<file path="src/rtl/mmap_pkg.sv">
package mmap_pkg;
    localparam int CPU_AW  = 16;
    localparam int BANK_W  = 4;
    localparam int WIN_W   = 14;
    localparam int PHYS_AW = WIN_W + BANK_W;
    localparam int IO_N    = 10;
    localparam int IDX_W   = $clog2(IO_N);
    localparam logic [7:0] IO_PAGE = 8'hFE;

    typedef enum logic [1:0] {
        RGN_LOW  = 2'd0,
        RGN_WIN  = 2'd1,
        RGN_HIGH = 2'd2,
        RGN_IO   = 2'd3
    } region_e;

    typedef struct packed {
        logic [BANK_W-1:0] bank;
        logic              shadow;
    } cfg_t;

    typedef struct packed {
        logic ram;
        logic flash;
        logic io;
    } sel_t;

    // map the upper offset nibble inside the I/O page to a strobe index
    function automatic logic [IDX_W-1:0] io_index(input logic [3:0] nib);
        if (nib < 4'd4)       return IDX_W'(nib);
        else if (nib < 4'd6)  return IDX_W'(4);
        else if (nib < 4'd10) return IDX_W'(nib - 4'd1);
        else                  return IDX_W'(IO_N - 1);
    endfunction
endpackage

</file>
<file path="src/rtl/mmap_cfg_regs.sv">
module mmap_cfg_regs
    import mmap_pkg::*;
(
    input  logic              clk,
    input  logic              rst,
    input  logic              bank_we,
    input  logic [BANK_W-1:0] bank_d,
    input  logic              shadow_we,
    input  logic              shadow_d,
    output cfg_t              cfg
);
    always_ff @(posedge clk) begin
        if (rst) begin
            cfg.bank   <= '0;
            cfg.shadow <= 1'b1;
        end else begin
            if (bank_we)   cfg.bank   <= bank_d;
            if (shadow_we) cfg.shadow <= shadow_d;
        end
    end
endmodule

</file>
<file path="src/rtl/mmap_region.sv">
module mmap_region
    import mmap_pkg::*;
(
    input  logic [7:0] addr_hi,
    output region_e    region
);
    always_comb begin
        if (!addr_hi[7])             region = RGN_LOW;
        else if (!addr_hi[6])        region = RGN_WIN;
        else if (addr_hi == IO_PAGE) region = RGN_IO;
        else                         region = RGN_HIGH;
    end
endmodule

</file>
<file path="src/rtl/mmap_io_decode.sv">
module mmap_io_decode
    import mmap_pkg::*;
#(
    parameter int N = IO_N
) (
    input  logic         en,
    input  logic [3:0]   nib,
    output logic [N-1:0] strobe
);
    logic [IDX_W-1:0] idx;
    assign idx = io_index(nib);

    for (genvar i = 0; i < N; i++) begin : g_strobe
        assign strobe[i] = en && (idx == IDX_W'(i));
    end
endmodule

</file>
<file path="src/rtl/mmap_decoder.sv">
module mmap_decoder
    import mmap_pkg::*;
(
    input  logic               clk,
    input  logic               rst,
    input  logic [CPU_AW-1:0]  cpu_addr,
    input  logic               cpu_rd,
    input  logic               bank_we,
    input  logic [BANK_W-1:0]  bank_d,
    input  logic               shadow_we,
    input  logic               shadow_d,
    output logic               ram_ce,
    output logic               ram_we,
    output logic               mem_oe,
    output logic [PHYS_AW-1:0] ram_addr,
    output logic               flash_ce,
    output logic [WIN_W-1:0]   flash_addr,
    output logic               io_sel,
    output logic [IO_N-1:0]    io_strobe,
    output logic [BANK_W-1:0]  bank_q,
    output logic               shadow_q
);
    cfg_t    cfg;
    region_e region;
    sel_t    sel;

    mmap_cfg_regs i_cfg (
        .clk       (clk),
        .rst       (rst),
        .bank_we   (bank_we),
        .bank_d    (bank_d),
        .shadow_we (shadow_we),
        .shadow_d  (shadow_d),
        .cfg       (cfg)
    );

    mmap_region i_region (
        .addr_hi (cpu_addr[CPU_AW-1 -: 8]),
        .region  (region)
    );

    mmap_io_decode #(.N(IO_N)) i_io (
        .en     (sel.io),
        .nib    (cpu_addr[7:4]),
        .strobe (io_strobe)
    );

    always_comb begin
        sel      = '0;
        ram_addr = {{(PHYS_AW-CPU_AW){1'b0}}, cpu_addr};
        unique case (region)
            RGN_LOW:  sel.ram = 1'b1;
            RGN_WIN: begin
                sel.ram  = 1'b1;
                ram_addr = {cfg.bank, cpu_addr[WIN_W-1:0]};
            end
            RGN_HIGH: begin
                if (cfg.shadow && cpu_rd) sel.flash = 1'b1;
                else                      sel.ram   = 1'b1;
            end
            RGN_IO:   sel.io = 1'b1;
            default:  sel = '0;
        endcase
    end

    assign ram_ce     = sel.ram;
    assign flash_ce   = sel.flash;
    assign io_sel     = sel.io;
    assign ram_we     = sel.ram && !cpu_rd;
    assign mem_oe     = cpu_rd && (sel.ram || sel.flash || sel.io);
    assign flash_addr = cpu_addr[WIN_W-1:0];
    assign bank_q     = cfg.bank;
    assign shadow_q   = cfg.shadow;
endmodule

</file>
<file path="config.mk">
export PLATFORM = sky130hd
export DESIGN_NAME = mmap_decoder
export DESIGN_NICKNAME = d
export VERILOG_FILES = /design/src/rtl/mmap_pkg.sv /design/src/rtl/mmap_cfg_regs.sv /design/src/rtl/mmap_region.sv /design/src/rtl/mmap_io_decode.sv /design/src/rtl/mmap_decoder.sv
export SDC_FILE = /design/constraint.sdc
export NUM_CORES = 1
export LEC_CHECK = 0
export BUFFER_PORTS_ARGS = -buffer_cell sky130_fd_sc_hd__buf_4
export CORE_MARGIN = 2
export CORE_UTILIZATION = 30
export CTS_BUF_LIST = sky130_fd_sc_hd__clkbuf_8 sky130_fd_sc_hd__clkbuf_16
export CTS_CLUSTER_SIZE = 24
export DETAILED_ROUTE_END_ITERATION = 8
export GPL_ROUTABILITY_DRIVEN = 0
export PLACE_DENSITY = 0.72
export SYNTH_ARGS = -nofsm -noshare
export SYNTH_HDL_FRONTEND = slang
export SYNTH_SLANG_ARGS = --single-unit
export TNS_END_PERCENT = 30
</file>
<file path="constraint.sdc">
create_clock -name clk -period 2 [get_ports clk]
set_clock_uncertainty 0.1 [all_clocks]
set_input_delay 0.1 -clock clk [delete_from_list [all_inputs] [get_ports clk]]
set_output_delay 0.1 -clock clk [all_outputs]
set_load 0.05 [all_outputs]
</file>
==> results.cfg, run 1 <==
[status]
status = completed

[timing]
setup_viol = 0
rsz0062_at_grt = false
fin_ws_ns = 0.3260
slew_viol_final = 0
period_needed_ns = 1.674
period_share_pct = 83.70
worst_pin_slew_ns = 0.3719
hold_viol = 0
whs_ns = 0.02352
maxSlewHeadroom_pct = 75.10
timing.fmax_ghz = 0.5974

[finish]
area_delta_synth_final_pct = 50.59
ff_latch_area_sq_um = 100.1
nets = 167
final_layout_size_suffix_gt1_share_pct = 53.24
largest_reg_flops = 5
nFillCells = 224
antennaDiodeCount = 0
largest-register = i_cfg.cfg
reg.largest.list = i_cfg.cfg: 5 flops
design_area_sq_um = 1114
multiInputGateArea_sq_um = 400.4

[logic_synthesis]
ys_ff_latch = 5
seq_area_frac_synth_pct = 13.54
yosysWarnings = 0
synth_edf_count = 0
syn_nets = 126
synth_top_cell_by_area = buf_4
yosysTopAreaCellShare_pct = 28.43
synth_area_sq_um = 739.5
avgSynthCellArea_sq_um = 7.469
syn-instance-count = 99
async_flop_share_pct = 0
synthDistinctLibCells = 34
ys_top_cells_by_area = buf_4 (28%), dfxtp_1 (14%), nor2_1 (7.6%), mux2i_1 (5.4%), nor2b_1 (5.1%)
yosys.cell_count.top_type = buf_4
ys.flop_type = dfxtp_1
synth_commonest_cells = buf_4 (28), nor2_1 (15), nor2b_1 (6)

[clock_network]
cts_root_buf = clkbuf_8
cts_tree = done
cts_setup_buffers = 0
cts_sinks = 5
cts-buffers-inserted = 3
path_clk_slew_ns = 0.03
clock_path_buffers = 2
cts_max_level = 1
clock_latency_ns = 0.22

[place]
pre_cts_slack_ns = 0.3458
placed_cell_area_sq_um = 1039
dp_hpwl_um = 1584
portBuffers = 65

[die]
die-area_sq_um = 2878
ios = 78
rows = 17
die_h_um = 53.65
fp.dieW_um = 53.65
coreArea_sq_um = 2276
start_util_pct = 32.49

[power]
combPwrFrac_pct = 50.1
internal_power_mw = 0.3401
p_sw_mw = 0.2396
max-vdd-ir-drop_mv = 0.3600
clkPwrFrac_pct = 30.6
p_seq_share_pct = 19.2
switching_share_pct = 41.33
power.leakage_nw = 0.5746
powerDensity_nw_per_um2 = 520.6

[global_route]
grt_pass1_wl_um = 2711
grt_max_degree = 12
antenna_found_initial = 0
grt_pass1_vias = 657
track_usage_pct = 12.88
overflow = 0

[detailed_routing]
via_per_inst = 4.707
first_pass_iters = 4
drc_errors = 0
wirelength_um = 1914
vias = 786
antenna_left = 0
post_drt_wl_per_cell_um = 11.46
drt_iter0_drc = 7

[job]
cap_violations = 0

[setup_path]
cp_slowest_cell = ha_1
cp_max_fo = 11
crit_path_end_kind = output port
r2r_setup_slack_ns = 0.58
crit_chain = buf_4, inv_1, ha_1, nor2b_1, nor2_1, o31a_1, nor2_1, buf_4
crit_required_ns = 1.80
worst_ep_arrival_time_ns = 1.47
criticalPathCategory = in -> out
start_kind = primary input
slowest_delay_ns = 0.37

[min_path]
hp-class = in -> reg
==> path summary, 6_finish.rpt <==
kind / from / end / cells past startpoint
setup reg to reg: i_cfg.cfg[0] / i_cfg.cfg[0] / 3
setup / recovery: cpu_addr[4] / io_strobe[6] / 8
hold / removal: bank_d[3] / i_cfg.cfg[4] / 3
hold reg to reg: i_cfg.cfg[1] / i_cfg.cfg[1] / 2
==> layout make-up <==
class	instances	area share, %
flip-flops and latches	5	8.989
inverters	4	1.348
clock inverters	1	0.3371
repair buffers	68	46.52
multi-input cells	58	35.95
clock buffers	3	3.708
well taps	28	3.146
==> cells by family after synthesis <==
| group | Yosys count | share of synthesized area, % |
|---|---|---|
| simple gates | 39 | 33.00 |
| fa+ha+maj | 1 | 1.692 |
| mux | 4 | 5.415 |
| flops | 5 | 13.54 |
| compound gates | 14 | 13.71 |
| buf+inv | 36 | 32.65 |
==> repair_timing <==
item / 4_1_cts / 5_1_grt
resized for setup: 0 / 0
hold buffers: 3 / 0
hold endpoints to repair: 5 / 0
==> layout by cell type (no fill, tap or decap) <==
cell           instances
clkbuf_8               3
o31a_1                 1
a21o_1                 1
nand4_1                2
nand4_2                1
a211o_1                1
nor3b_1                1
inv_1                  5
ha_1                   1
o21ai_2                1
nor2b_1                5
nand2_2                1
o21a_1                 1
a2bb2oi_1              1
nor2_1                15
nand2_1                3
dfxtp_1                5
o221ai_1               1
and3b_1                3
or3_1                  1
a21oi_1                3
a31oi_1                1
nor2b_2                1
a211oi_1               1
nand4b_2               1
mux2i_1                4
a32oi_1                1
buf_4                 65
dlygate4sd3_1          3
nand4bb_1              1
and3_1                 1
nand2b_1               1
o21ai_0                1
nor4b_4                1
nor3_1                 1
==> per-layer routing <==
metal / up-vias / GRT usage (%) / share of wire, %
li1: 388 / - / -
met1: 339 / 13.60 / 36
met2: 51 / 23.87 / 49
met3: 8 / 3.056 / 13
met4: 0 / 5.983 / 1.9
met5: - / 0 / 0
==> worst max-delay path: cells and delay by family <==
kind                     cells  cell delay [ns]
buffers and inverters        3             0.41
AND/OR/NAND/NOR              3             0.34
adder cells (fa/ha/maj)      1             0.37
AO/OA/AOI/OAI                1             0.25
==> power by group through the flow <==
stage / clock [mW] / sequential, mW / combinational [mW]
2_1_floorplan: 0 / 0.133 / 0.233
3_3_place_gp: 0 / 0.113 / 0.282
3_5_place_dp: 0 / 0.113 / 0.286
4_1_cts: 0.183 / 0.112 / 0.291
5_1_grt: 0.191 / 0.112 / 0.306
6_report: 0.178 / 0.112 / 0.291
==> through the flow <==
stage          power [mW]  cells  setup TNS, ns  utilization, %
6_report           0.5797    167              0           48.93
5_1_grt            0.6099    167              0           48.93
4_1_cts            0.5859    167              0           48.93
3_5_place_dp       0.3988    160              0           45.63
3_3_place_gp       0.3953    160              0           45.63
2_1_floorplan      0.3665     99         -1.264               -
(Power assumes the default switching activity.)
==> run 2: changes to the inputs <==
--- a/config.mk
+++ b/config.mk
@@ -12,7 +12,7 @@
 export CTS_CLUSTER_SIZE = 24
 export DETAILED_ROUTE_END_ITERATION = 8
 export GPL_ROUTABILITY_DRIVEN = 0
-export PLACE_DENSITY = 0.72
+export PLACE_DENSITY = 0.74
 export SYNTH_ARGS = -nofsm -noshare
 export SYNTH_HDL_FRONTEND = slang
 export SYNTH_SLANG_ARGS = --single-unit
==> constraint.sdc (replaced) <==
create_clock -name clk -period 1.5 [get_ports clk]
set_clock_uncertainty 0.1 [all_clocks]
set_input_delay 0.075 -clock clk [delete_from_list [all_inputs] [get_ports clk]]
set_output_delay 0.075 -clock clk [all_outputs]
set_load 0.05 [all_outputs]
==> run 2 against run 1 <==
Effect of this change: the flow now finishes with violations (negative hold slack); global-route usage is 3.1 points higher; hold slack worse by 0.024 ns; core utilization is 12 points higher; clock power is 46% higher; die area stayed put; power is 49% higher; via count is 10% higher; flip-flop and latch count stayed put; setup slack worse by 0.30 ns; wire length is 25% higher; largest cell class unchanged.
==> results.cfg, run 2 (same netlist as run 1, synthesis figures left out) <==
[setup_path]
r2r-start = i_cfg.cfg[3]
critPathBufInv = 4
reg2reg_to = i_cfg.cfg[3]
crit_required_ns = 1.32
cp_max_fo = 6
slowest_delay_ns = 0.30
start_kind = primary input
r2r_setup_slack_ns = 0.24
crit_top_cell = buf_4
cp_slowest_cell = ha_4
worst_ep_arrival_time_ns = 1.30
criticalPathCategory = in -> out
crit_path_end_kind = output port
reg2reg_depth = 3
cp_top_family = buffers and inverters
crit_cells = 9
crit_chain = buf_4, inv_2, ha_4, nand2_1, a21oi_2, a32oi_2, buf_4, nor2_2, buf_6

[min_path]
hp-class = in -> reg
hold_end = i_cfg.cfg[1]
min_path_cells = 3
hp-start = bank_d[0]

[die]
start_util_pct = 32.49
ios = 78
die_h_um = 53.65
rows = 17
coreArea_sq_um = 2276
fp.dieW_um = 53.65
die-area_sq_um = 2878

[global_route]
antenna_found_initial = 0
overflow = 0
grt_pass1_vias = 804
track_usage_pct = 15.94
grt_pass1_wl_um = 3339
grt_max_degree = 11

[clock_network]
cts_sinks = 5
clock_latency_ns = 0.23
cts_root_buf = clkbuf_8
cts-buffers-inserted = 3
clock_path_buffers = 2
cts_max_level = 1
cts_tree = done
path_clk_slew_ns = 0.04

[finish]
post-route-util_pct = 61.35
largest_reg_flops = 5
final_common_cell = buf_4
largest-register = i_cfg.cfg
design_area_sq_um = 1396
nets = 180
antennaDiodeCount = 0
area_delta_synth_final_pct = 88.83
reg.largest.list = i_cfg.cfg: 5 flops
final_layout_size_suffix_gt1_share_pct = 69.74
final_cell_mix = buf_4 (65), buf_6 (9), nor2_1 (8), dlygate4sd3_1 (6), dfxtp_1 (5)

[timing]
fin_ws_ns = 0.02164
whs_ns = -0.00003397
period_needed_ns = 1.478
hold_viol = 1
period_share_pct = 98.56
worst_pin_slew_ns = 0.4242
maxSlewHeadroom_pct = 71.55
setup_tns_ns = 0
setup_viol = 0
slew_viol_final = 0
timing.fmax_ghz = 0.6764

[power]
p_seq_share_pct = 17.3
power.leakage_nw = 0.6700
clkPwrFrac_pct = 30.0
internal_power_mw = 0.4955
max-vdd-ir-drop_mv = 0.5821
combPwrFrac_pct = 52.7
switching_share_pct = 42.61
powerDensity_nw_per_um2 = 618.4
p_sw_mw = 0.3680

[detailed_routing]
post_drt_wl_per_cell_um = 13.34
antenna_left = 0
drc_errors = 0
wirelength_um = 2402
first_pass_iters = 4
via_per_inst = 4.817
vias = 867
drt_iter0_drc = 10

[status]
status = complete, but fails checks
violations = negative hold slack

[place]
pre_cts_slack_ns = -0.2122
portBuffers = 65
placed_cell_area_sq_um = 1146
dp_hpwl_um = 1617

[job]
cap_violations = 0
[run 2: how the worst max path moves through the flow]
| stage | from | endpoint | slack, ns |
|---|---|---|---|
| floorplan | cpu_addr[13] | io_strobe[9] | -0.48 |
| global placement | cpu_addr[4] | io_strobe[4] | -0.14 |
| detailed placement | cpu_addr[4] | io_strobe[4] | -0.21 |
| CTS | cpu_addr[5] | io_strobe[0] | 0.005 |
| global route | cpu_addr[5] | io_strobe[4] | -0.03 |
| finish | cpu_addr[5] | io_strobe[4] | 0.02 |
[run 2: worst register-to-register path, stage by stage, from the launching register on]
cell	delay, ns
dfxtp_1	0.32
mux2i_1	0.14
nor2_1	0.05
dlygate4sd3_1	0.54
[run 2: power groups by stage]
stage	Clock, mW	Sequential (mW)	Combinational (mW)
final	0.259	0.149	0.455
after global routing	0.276	0.149	0.478
after CTS	0.265	0.149	0.430
after detailed placement	0	0.151	0.403
after global placement	0	0.150	0.397
after floorplan	0	0.178	0.321
[run 2: final cells by class]
class / count / area (sq um)
Fill cell: 191 / 879.6
Clock inverter: 1 / 5.005
Tap cell: 28 / 35.03
Sequential cell: 5 / 100.1
Timing Repair Buffer: 81 / 664.4
Clock buffer: 3 / 41.29
Inverter: 4 / 15.01
Multi-Input combinational cell: 58 / 535.5
[run 2: through the flow]
stage               power, mW  instances
CTS                    0.8438        177
global route           0.9041        180
floorplan              0.4990         99
finish                 0.8635        180
global placement       0.5478        165
detailed placement     0.5539        165
[run 2: layer usage]
metal	vias to the layer above	GRT usage [%]	wire, um	share of wire, %
met5	-	0	0	0
met4	0	5.556	0	0
met3	0	5.000	293	12
met2	54	32.30	1297	54
met1	397	14.59	811	34
li1	416	-	-	-
[run 2: what timing repair did]
item                                    in CTS  in global routing
endpoints found under the setup margin      10                 10
setup buffers                                2                  3
hold buffers                                 6                  0
pin swaps                                    4                  7
resized for setup                           12                 13
hold endpoints to repair                     5                  0
==> run 3: changes to the inputs <==
--- a/config.mk
+++ b/config.mk
@@ -12,8 +12,9 @@
 export CTS_CLUSTER_SIZE = 24
 export DETAILED_ROUTE_END_ITERATION = 8
 export GPL_ROUTABILITY_DRIVEN = 0
-export PLACE_DENSITY = 0.74
+export PLACE_DENSITY = 0.71
 export SYNTH_ARGS = -nofsm -noshare
 export SYNTH_HDL_FRONTEND = slang
+export SYNTH_HIERARCHICAL = 1
 export SYNTH_SLANG_ARGS = --single-unit
 export TNS_END_PERCENT = 30
==> run 3 against run 2 <==
Effect of this change: largest power group unchanged; critical path type unchanged; non-clock buffer count is 7 higher; the flow finishes with violations (negative setup slack); sequential power hardly changed; flip-flop and latch count stayed put; count of clock-buffer cells in the layout stayed put; area after synthesis is 13% higher; hold slack better by 0.0076 ns; sequential share of layout area is 0.98 points lower.
==> results.cfg, run 3 <==
[finish]
multiInputGateArea_sq_um = 664.4
largest_reg_flops = 5
post-route-util_pct = 60.18
design_area_sq_um = 1617
reg.largest.list = i_cfg/cfg: 5 flops
nFillCells = 231
nets = 191
final_common_cell = buf_4
ff_latch_area_sq_um = 100.1
final_cell_mix = buf_4 (68), buf_6 (16), nor2_1 (6), dfxtp_1 (5)
final_layout_size_suffix_gt1_share_pct = 76.69
final_cells = 194
area_delta_synth_final_pct = 94.29
largest-register = i_cfg/cfg
antennaDiodeCount = 0

[detailed_routing]
via_per_inst = 4.732
first_pass_iters = 2
drc_errors = 0
wirelength_um = 2616
drt_iter0_drc = 7
antenna_left = 0
vias = 918
post_drt_wl_per_cell_um = 13.48

[logic_synthesis]
synthDistinctLibCells = 39
ys_ff_latch = 5
synth_compound_area_share_pct = 18.50
synth_commonest_cells = buf_4 (30), nor2_1 (7), dfxtp_1 (5), o21ai_0 (5)
ys.flop_type = dfxtp_1
ys_top_cells_by_area = buf_4 (27%), dfxtp_1 (12%), mux2i_1 (4.8%), a211oi_1 (3.6%), mux2_4 (3.6%)
synthMuxAreaShare_pct = 8.421
synth_edf_count = 0
synth_top_cell_by_area = buf_4
syn-instance-count = 105
async_flop_share_pct = 0
yosys.area_share.simple_pct = 27.97
synth_top_family_by_area = buffers and inverters
synth_area_sq_um = 832.0
yosysWarnings = 6
synth-adder-area-share_pct = 1.504
yosysTopAreaCellShare_pct = 27.07
seq_area_frac_synth_pct = 12.03
yosys.cell_count.top_type = buf_4
syn_nets = 132
yosys.area_share.xor_xnor_pct = 0
avgSynthCellArea_sq_um = 7.924

[clock_network]
cts_max_level = 1
cts_sinks = 5
clock_path_buffers = 2
path_clk_slew_ns = 0.03
cts-buffers-inserted = 3
cts_tree = done
cts_root_buf = clkbuf_8
clock_latency_ns = 0.22

[setup_path]
crit_chain = buf_6, nand4b_1, o22ai_2, and2_4, clkinvlp_4, buf_12, a211oi_4, buf_6
start_kind = primary input
critPathBufInv = 4
crit_top_cell = buf_6
cp_slowest_cell = nand4b_1
slowest_delay_ns = 0.19
cp_max_fo = 6
crit_required_ns = 1.32
worst_ep_arrival_time_ns = 1.38
crit_path_end_kind = output port
criticalPathCategory = in -> out
cp_top_family = buffers and inverters

[status]
status = complete, but fails checks
violations = negative setup slack

[timing]
slew_viol_final = 0
hold_viol = 0
period_share_pct = 103.7
rsz0062_at_grt = true
maxSlewHeadroom_pct = 64.91
timing.fmax_ghz = 0.6430
period_needed_ns = 1.555
setup_viol = 7
setup_tns_ns = -0.2666
whs_ns = 0.007553
fin_ws_ns = -0.05514
worst_pin_slew_ns = 0.5259

[global_route]
antenna_found_initial = 0
grt_pass1_wl_um = 4112
grt_pass1_vias = 912
grt_max_degree = 15
track_usage_pct = 15.98
overflow = 0

[die]
ios = 78
die_h_um = 56.67
rows = 19
coreArea_sq_um = 2686
die-area_sq_um = 3211
start_util_pct = 30.97
fp.dieW_um = 56.67

[power]
combPwrFrac_pct = 58.4
power.leakage_nw = 0.7384
powerDensity_nw_per_um2 = 566.0
total_power_mw = 0.9150
p_seq_share_pct = 16.3
switching_share_pct = 42.54
clkPwrFrac_pct = 25.3
max-vdd-ir-drop_mv = 0.7273
p_sw_mw = 0.3892
internal_power_mw = 0.5258

[place]
placed_cell_area_sq_um = 1389
post-place-cells = 185
dp_hpwl_um = 2111
pre_cts_slack_ns = -0.3207
portBuffers = 65

[min_path]
hp-class = in -> reg

[job]
cap_violations = 0
run 3: area by class of cell:
cell class              count  area share [%]
inverters                   5           1.703
flip-flops and latches      5           6.192
clock buffers               3           2.554
well taps                  31           2.399
clock inverters             1          0.2322
multi-input cells          61           41.10
repair buffers             88           45.82
run 3: final timing paths:
path / from / endpoint / slack [ns] / cells after the start
max: cpu_addr[8] / io_strobe[6] / -0.06 / 8
min: bank_d[3] / i_cfg/cfg[4] / 0.008 / 3
max reg2reg: i_cfg/cfg[0] / i_cfg/cfg[0] / 0.64 / 2
min reg2reg: i_cfg/cfg[4] / i_cfg/cfg[4] / 0.43 / 2
run 3: routing by layer:
metal / routed length (um) / vias up / global-route usage, %
met5: 0 / - / 0
met2: 1497 / 26 / 30.07
met3: 97 / 4 / 2.535
met4: 34 / 0 / 5.102
li1: - / 456 / -
met1: 987 / 432 / 18.00
run 3: what timing repair did:
action / 4_1_cts / 5_1_grt
endpoints found under the hold margin: 5 / 0
endpoints found under the setup margin: 10 / 11
hold buffers: 3 / 0
setup buffers: 2 / 1
pin swaps: 7 / 7
gates resized for setup: 28 / 5
run 3: cell families (layout without fill, tap and decap cells):
kind of cell / count (synthesis) / count (layout)
adder cells (fa/ha/maj): 1 / 1
AND/OR/NAND/NOR: 34 / 34
buffers and inverters: 39 / 97
flip-flops: 5 / 5
multiplexers: 6 / 6
AO/OA/AOI/OAI: 20 / 20
run 3: worst register-to-register path, cell delays in order, from the launching register on:
cell and delay (ns):
dfxtp_1 0.31, nor2b_1 0.13, a211o_1 0.22
run 3: power by group through the flow:
| stage | combinational, mW | clock [mW] | sequential [mW] |
|---|---|---|---|
| 3_5_place_dp | 0.492 | 0 | 0.151 |
| 5_1_grt | 0.558 | 0.251 | 0.150 |
| 3_3_place_gp | 0.484 | 0 | 0.150 |
| 2_1_floorplan | 0.380 | 0 | 0.178 |
| 6_report | 0.535 | 0.231 | 0.149 |
| 4_1_cts | 0.525 | 0.240 | 0.149 |
